File: src/rtl/sar_seq_pkg.sv
package sar_seq_pkg;

   typedef enum logic [1:0] {
      ST_SAMPLE = 2'd0,
      ST_RCWAIT = 2'd1,
      ST_CONV   = 2'd2,
      ST_HOLD   = 2'd3
   } seq_state_t;

   function automatic int max3(input int a, input int b, input int c);
      int m;
      m = (a > b) ? a : b;
      return (m > c) ? m : c;
   endfunction

endpackage

File: src/rtl/sar_phase_ctr.sv
module sar_phase_ctr #(
   parameter int Q_PHASES = 4
) (
   input  logic clk,
   input  logic rst_n,
   output logic q_last
);
   localparam int QW = (Q_PHASES > 1) ? $clog2(Q_PHASES) : 1;
   localparam logic [QW-1:0] LAST_PH = QW'(Q_PHASES - 1);

   logic [QW-1:0] phase;

   always_ff @(posedge clk or negedge rst_n) begin
      if (!rst_n) begin
         phase <= '0;
      end else if (phase == LAST_PH) begin
         phase <= '0;
      end else begin
         phase <= phase + 1'b1;
      end
   end

   assign q_last = (phase == LAST_PH);

endmodule

File: src/rtl/sar_adclk_gen.sv
module sar_adclk_gen
   import sar_seq_pkg::*;
#(
   parameter int DIV_A = 2,
   parameter int DIV_B = 8,
   parameter int DIV_C = 32,
   parameter bit RC_EN = 1'b1
) (
   input  logic       clk,
   input  logic       rst_n,
   input  logic       run,
   input  logic       use_rc,
   input  logic [1:0] dsel,
   input  logic       rc_tick,
   output logic       ad_tick
);
   localparam int DMAX = max3(DIV_A, DIV_B, DIV_C);
   localparam int CW   = (DMAX > 2) ? $clog2(DMAX) : 1;

   logic [CW-1:0] cnt;
   logic [CW-1:0] lim;
   logic          div_hit;

   always_comb begin
      case (dsel)
         2'b00:   lim = CW'(DIV_A - 1);
         2'b01:   lim = CW'(DIV_B - 1);
         default: lim = CW'(DIV_C - 1);
      endcase
   end

   assign div_hit = (cnt == lim);

   always_ff @(posedge clk or negedge rst_n) begin
      if (!rst_n) begin
         cnt <= '0;
      end else if (!run || div_hit) begin
         cnt <= '0;
      end else begin
         cnt <= cnt + 1'b1;
      end
   end

   generate
      if (RC_EN) begin : g_two_src
         assign ad_tick = run && (use_rc ? rc_tick : div_hit);
      end else begin : g_sys_only
         assign ad_tick = run && div_hit;
      end
   endgenerate

endmodule

File: src/rtl/sar_bit_engine.sv
module sar_bit_engine #(
   parameter int RES_BITS = 10
) (
   input  logic                clk,
   input  logic                rst_n,
   input  logic                clr,
   input  logic                load,
   input  logic                tick,
   input  logic                cmp,
   output logic [RES_BITS-1:0] code,
   output logic [RES_BITS-1:0] res_next,
   output logic                done
);
   localparam int IW = $clog2(RES_BITS);
   localparam logic [IW-1:0] TOP_IDX = IW'(RES_BITS - 1);
   localparam logic [RES_BITS-1:0] MSB_ONLY = {1'b1, {(RES_BITS-1){1'b0}}};

   logic [IW-1:0]       idx;
   logic [RES_BITS-1:0] trial_next;

   always_comb begin
      res_next      = code;
      res_next[idx] = cmp;
      trial_next    = res_next;
      if (idx != '0) begin
         trial_next[idx - 1'b1] = 1'b1;
      end
      done = tick && (idx == '0);
   end

   always_ff @(posedge clk or negedge rst_n) begin
      if (!rst_n) begin
         code <= '0;
         idx  <= TOP_IDX;
      end else if (clr) begin
         code <= '0;
         idx  <= TOP_IDX;
      end else if (load) begin
         code <= MSB_ONLY;
         idx  <= TOP_IDX;
      end else if (tick) begin
         code <= trial_next;
         if (idx != '0) begin
            idx <= idx - 1'b1;
         end
      end
   end

endmodule

File: src/rtl/sar_conv_seq.sv
module sar_conv_seq
   import sar_seq_pkg::*;
#(
   parameter int RES_BITS = 10,
   parameter int Q_PHASES = 4,
   parameter int DIV_A    = 2,
   parameter int DIV_B    = 8,
   parameter int DIV_C    = 32,
   parameter bit RC_EN    = 1'b1
) (
   input  logic                clk,
   input  logic                rst_n,
   input  logic                go_set,
   input  logic                go_clr,
   input  logic                clk_sel,
   input  logic [1:0]          div_sel,
   input  logic                rc_tick,
   input  logic                cmp_in,
   input  logic                adif_clr,
   output logic                sample_en,
   output logic                go_busy,
   output logic [RES_BITS-1:0] dac_code,
   output logic [RES_BITS-1:0] result,
   output logic                adif
);
   localparam int QW = (Q_PHASES > 1) ? $clog2(Q_PHASES) : 1;
   localparam logic [QW-1:0] WAIT_LAST = QW'(Q_PHASES - 1);

   generate
      if (RES_BITS < 2) begin : g_bad_res
         initial $fatal(1, "sar_conv_seq: RES_BITS must be at least 2");
      end
      if (Q_PHASES < 2) begin : g_bad_q
         initial $fatal(1, "sar_conv_seq: Q_PHASES must be at least 2");
      end
      if (DIV_A < 2 || DIV_B < 2 || DIV_C < 2) begin : g_bad_div
         initial $fatal(1, "sar_conv_seq: every divider must be at least 2");
      end
   endgenerate

   seq_state_t          state;
   logic [QW-1:0]       wcnt;
   logic                use_rc_q;
   logic [1:0]          dsel_q;
   logic                rc_req;
   logic                q4;
   logic                ad_tick;
   logic                eng_clr;
   logic                eng_load;
   logic                eng_done;
   logic                finish;
   logic [RES_BITS-1:0] eng_final;

   assign rc_req   = RC_EN && clk_sel;
   assign eng_clr  = (state == ST_SAMPLE) && go_set && rc_req;
   assign eng_load = ((state == ST_SAMPLE) && go_set && !rc_req) ||
                     ((state == ST_RCWAIT) && !go_clr && (wcnt == WAIT_LAST));
   assign finish   = (state == ST_CONV) && !go_clr && eng_done;

   sar_phase_ctr #(.Q_PHASES(Q_PHASES)) u_phase (
      .clk    (clk),
      .rst_n  (rst_n),
      .q_last (q4)
   );

   sar_adclk_gen #(
      .DIV_A (DIV_A),
      .DIV_B (DIV_B),
      .DIV_C (DIV_C),
      .RC_EN (RC_EN)
   ) u_adclk (
      .clk     (clk),
      .rst_n   (rst_n),
      .run     (state == ST_CONV),
      .use_rc  (use_rc_q),
      .dsel    (dsel_q),
      .rc_tick (rc_tick),
      .ad_tick (ad_tick)
   );

   sar_bit_engine #(.RES_BITS(RES_BITS)) u_engine (
      .clk      (clk),
      .rst_n    (rst_n),
      .clr      (eng_clr),
      .load     (eng_load),
      .tick     (ad_tick),
      .cmp      (cmp_in),
      .code     (dac_code),
      .res_next (eng_final),
      .done     (eng_done)
   );

   always_ff @(posedge clk or negedge rst_n) begin
      if (!rst_n) begin
         state    <= ST_SAMPLE;
         wcnt     <= '0;
         use_rc_q <= 1'b0;
         dsel_q   <= 2'b00;
         result   <= '0;
      end else begin
         case (state)
            ST_SAMPLE: begin
               if (go_set) begin
                  use_rc_q <= rc_req;
                  dsel_q   <= div_sel;
                  wcnt     <= '0;
                  state    <= rc_req ? ST_RCWAIT : ST_CONV;
               end
            end
            ST_RCWAIT: begin
               if (go_clr) begin
                  state <= ST_HOLD;
               end else if (wcnt == WAIT_LAST) begin
                  state <= ST_CONV;
               end else begin
                  wcnt <= wcnt + 1'b1;
               end
            end
            ST_CONV: begin
               if (go_clr) begin
                  state <= ST_HOLD;
               end else if (eng_done) begin
                  result <= eng_final;
                  state  <= ST_HOLD;
               end
            end
            default: begin
               if (q4) begin
                  state <= ST_SAMPLE;
               end
            end
         endcase
      end
   end

   always_ff @(posedge clk or negedge rst_n) begin
      if (!rst_n) begin
         adif <= 1'b0;
      end else if (finish) begin
         adif <= 1'b1;
      end else if (adif_clr) begin
         adif <= 1'b0;
      end
   end

   assign sample_en = (state == ST_SAMPLE);
   assign go_busy   = (state == ST_RCWAIT) || (state == ST_CONV);

endmodule

File: config.mk
export PLATFORM = sky130hd
export DESIGN_NAME = sar_conv_seq
export DESIGN_NICKNAME = d
export VERILOG_FILES = /design/src/rtl/sar_seq_pkg.sv /design/src/rtl/sar_phase_ctr.sv /design/src/rtl/sar_adclk_gen.sv /design/src/rtl/sar_bit_engine.sv /design/src/rtl/sar_conv_seq.sv
export SDC_FILE = /design/constraint.sdc
export NUM_CORES = 1
export LEC_CHECK = 0
export ABC_AREA = 1
export BUFFER_PORTS_ARGS = -buffer_cell sky130_fd_sc_hd__buf_2
export CAP_MARGIN = 10
export CORE_MARGIN = 4
export CORE_UTILIZATION = 39
export CTS_CLUSTER_DIAMETER = 40
export CTS_CLUSTER_SIZE = 20
export DETAILED_ROUTE_END_ITERATION = 10
export PLACE_DENSITY_LB_ADDON = 0.08
export SLEW_MARGIN = 40
export SYNTH_ARGS = -nofsm -noshare
export SYNTH_HDL_FRONTEND = slang
export SYNTH_SLANG_ARGS = --single-unit
File: constraint.sdc
create_clock -name clk -period 4.3 [get_ports clk]
set_input_delay 0 -clock clk [delete_from_list [all_inputs] [get_ports clk]]
set_output_delay 0 -clock clk [all_outputs]
set_load 0.05 [all_outputs]
==> impl_summary.md <==
Global route
For this run the aggregate overflow at the end of global routing stands at 0. The number of global-route vias before repair is between 1500 and 2000. The first global-routing pass estimated between 8 and 9 mm of wire. In the global route stage, overall resource usage came out at 15.4%.

Entering global routing, the biggest net connects 40 pins. The number of antenna violations at the first check in global routing is 0.

Die
The die covers 0.00694 mm2. The top-level port count is 33. The effective utilization at floorplan is 40.2%. After floorplanning, the core was divided into 27 placement rows. The floorplan step set the die height to about 83 um. The floorplan step defined a core boundary enclosing 0.00551 mm2. The die is approximately 83 um wide.

Worst hold path
In this run the most critical hold path is launched from clk_sel. The worst hold path belongs to the class input pin to flip-flop.

Clock tree
TritonCTS built the clock tree. Counting the buffers created by CTS gives 5. The latest clock arrival within the worst-skew pair is 280 ps. The cts-stage hold buffer count is 4. The maximum clock insertion buffer count is 2.

The H-tree was split into 2 levels. The number of clock sinks is 39. In this run the post-CTS setup repair buffer count came out at 0.

Once the clock tree was built, the resizer swapped 0 gates to a different size. After clock tree synthesis, the clock-pin slew on the worst setup and hold paths is 80 ps. CTS placed an instance of clkbuf_8 at the clock tree root.

Timing
The shortest period the worst path allows is ~1900 ps. The final hold violation count came to 0. The smallest hold slack is around 39 ps.

After layout, the worst setup slack is 2350 ps. Summed over all failing endpoints, the final setup total negative slack is 0 ps. The number of setup violations in the final report is 0.

The final-report max-slew violation count came to 0. At the pin with the least slew margin, the transition time is just under 500 ps. The share of the clock period used by the worst path is a little under half. The timing-limited maximum frequency is 514 MHz. The worst pin sits at a relative slew slack of about 67%. Setup repair after global routing left no endpoint under its margin. The final worst clock skew is approximately 4.6 ps.

Run status
The run finished with clean final reports.

Drt
The total number of vias is roughly 1800. In the routed layout, each cell is associated on average with a via count of 4.77. In the final routed layout, each cell accounts on average for ~13 um. The count of antenna-violating nets left after detailed routing is 0. The final wirelength is just under 5 mm. The number of optimization iterations in the first detailed-route pass is 4.

After detailed routing, the number of remaining DRC violations is 0. In this run, the number of DRC markers left after iteration 0 of detailed routing was 86.

Layout
The filler cells instantiated in the layout total ~560. The leading cell type in the layout, fill and taps excluded is nand2_1. 0 antenna diodes ended up in the layout. Leaving out fill and tap cells, the most frequent cells in the layout are nand2_1, dfrtp_1, buf_2. The area growth from synthesis to layout is 15.6%. Measured on the finished design, the core utilization comes to a little under half.

In the final design database the tool counted between 300 and 400 nets. The post-route netlist has between 20% and 30% of its cells at a drive strength greater than 1.

Synthesis
The number of nets handed over by synthesis was between 200 and 300. After synthesis the cells add up to between 0.002 and 0.0025 mm2. The number of warnings printed during yosys synthesis is 0. The count of state elements after synthesis is 39. Sorting the synthesized cells by area gives the leading types as dfrtp_1, nand2_1, ha_1. In this run the biggest area consumer among cell types represents 41.8% of the synthesized area.

The mean instance size in the synthesized netlist is just over 8 um2. The number of library cell types mapped by synthesis is 31. The biggest area consumer among synthesized cells is dfrtp_1. The proportion of synthesized chip area in sequential cells is between 40 and 50%. Synthesis handed over a netlist of 269 instances.

Placed design
Routability-driven placement finished with a final weighted congestion of around 0.88. The setup slack at placement is 2360 ps. The placed wire-length estimate after detailed placement is roughly 3.6 mm. The port buffer count is 32.

Setup path
The critical path starts at state[0]$_DFFE_PN0P_. The startpoint of the worst register-to-register path is state[0]$_DFFE_PN0P_. The required time at the endpoint of the critical path is roughly 4500 ps. The critical path launch point type is a flip-flop.

Of all nets on the critical path, the largest fanout is 14. STA classifies the critical path endpoint as a flip-flop. The worst setup path is of the flip-flop to flip-flop kind. The setup check on the worst reg-to-reg path leaves a slack of ~2400 ps.

The arrival time reported for the critical path endpoint is approximately 2200 ps.

Power and ir drop
In this run the power density over the cells is roughly 640 mW/mm2. The cell leakage power is 1.33 nW. VDD sags by at most 0.338 mV.

Flow run
The max-capacitance violation count is 0.
layout make-up:
type | instances | area [um2] | share of cell area, %
Inverter | 29 | 109 | 4.25
Clock buffer | 6 | 72.6 | 2.84
Multi-Input combinational cell | 196 | 1090 | 42.4
Timing Repair Buffer | 37 | 210 | 8.22
Clock inverter | 2 | 12.5 | 0.489
Sequential cell | 39 | 978 | 38.2
Tap cell | 72 | 90.1 | 3.52
worst max-delay path, cell delays in order, from the launching register on:
cell and delay (ps):
dfrtp_1 390, inv_1 80, ha_1 290, nand2_2 150
o22ai_1 110, nor2_1 90, buf_4 220, inv_2 80
nor2_4 260, o21ai_1 130, nand2_1 80
Yosys cell counts:
cell type  count
o22ai_1        1
o21a_1         1
a31o_2         1
inv_1         23
nor2_4         2
buf_6          2
inv_2          4
mux2_2         2
o21ai_1        5
buf_2          2
buf_4          1
nor2_1        25
nand4_4        1
nand2_4        1
nand2_2        4
nand2_1       64
o21ai_0       19
a31oi_1        3
dfstp_2        2
nor3_1         5
nand3_1       27
o21ai_2        6
xnor2_1        1
nand4_1        1
dfrtp_1       37
a21oi_1        6
nand3b_1       1
xor2_1         4
clkinv_1       2
nor2_2         2
ha_1          14
per-layer routing:
metal	track usage, %	up-vias	share of wire (%)
met5	0	-	0
met4	4.61	0	0.94
met3	3.47	4	4.2
met2	23.0	31	44
met1	22.1	834	51
li1	-	949	-
stage by stage:
step	area (um2)	instances	power, W
after floorplan	2210	269	0.00121
after global placement	2430	369	0.00141
after detailed placement	2430	369	0.00141
after CTS	2560	381	0.00166
after global routing	2560	381	0.00179
final	2560	381	0.00164
worst paths after layout:
kind | end | cells past startpoint
max | u_engine.code[8]$_DFFE_PN0P_ | 10
min | use_rc_q$_DFFE_PN0P_ | 3
max reg2reg | u_engine.code[8]$_DFFE_PN0P_ | 10
min reg2reg | u_phase.phase[0]$_DFF_PN0_ | 1
max in group asynchronous | u_engine.idx[0]$_DFFE_PN1P_ | 2
min in group asynchronous | u_adclk.cnt[4]$_DFF_PN0_ | 2
flip-flops by register name (all words and copies together) (netlist names):
signal	flops
state	2
u_engine.idx	4
use_rc_q	1
adif	1
wcnt	2
result	10
dsel_q	2
u_adclk.cnt	5
u_engine.code	10
u_phase.phase	2
power by group:
group	switching [W]	internal, W	total (W)
sequential	0.0000812	0.000454	0.000535
clock	0.000128	0.000113	0.000241
combinational	0.000607	0.000257	0.000864
logic make-up (layout without fill, tap and decap cells):
logic type / Yosys count / after routing / synth area share (%)
and+or+nand+nor: 133 / 133 / 27.1
AOI/OAI and AO/OA: 42 / 42 / 11.0
DFF: 39 / 39 / 44.2
buffers and inverters: 34 / 74 / 6.73
adders and majority gates: 14 / 14 / 7.91
xor gates and xnor gates: 5 / 5 / 1.98
muxes: 2 / 2 / 1.02
(Power assumes the default switching activity.)
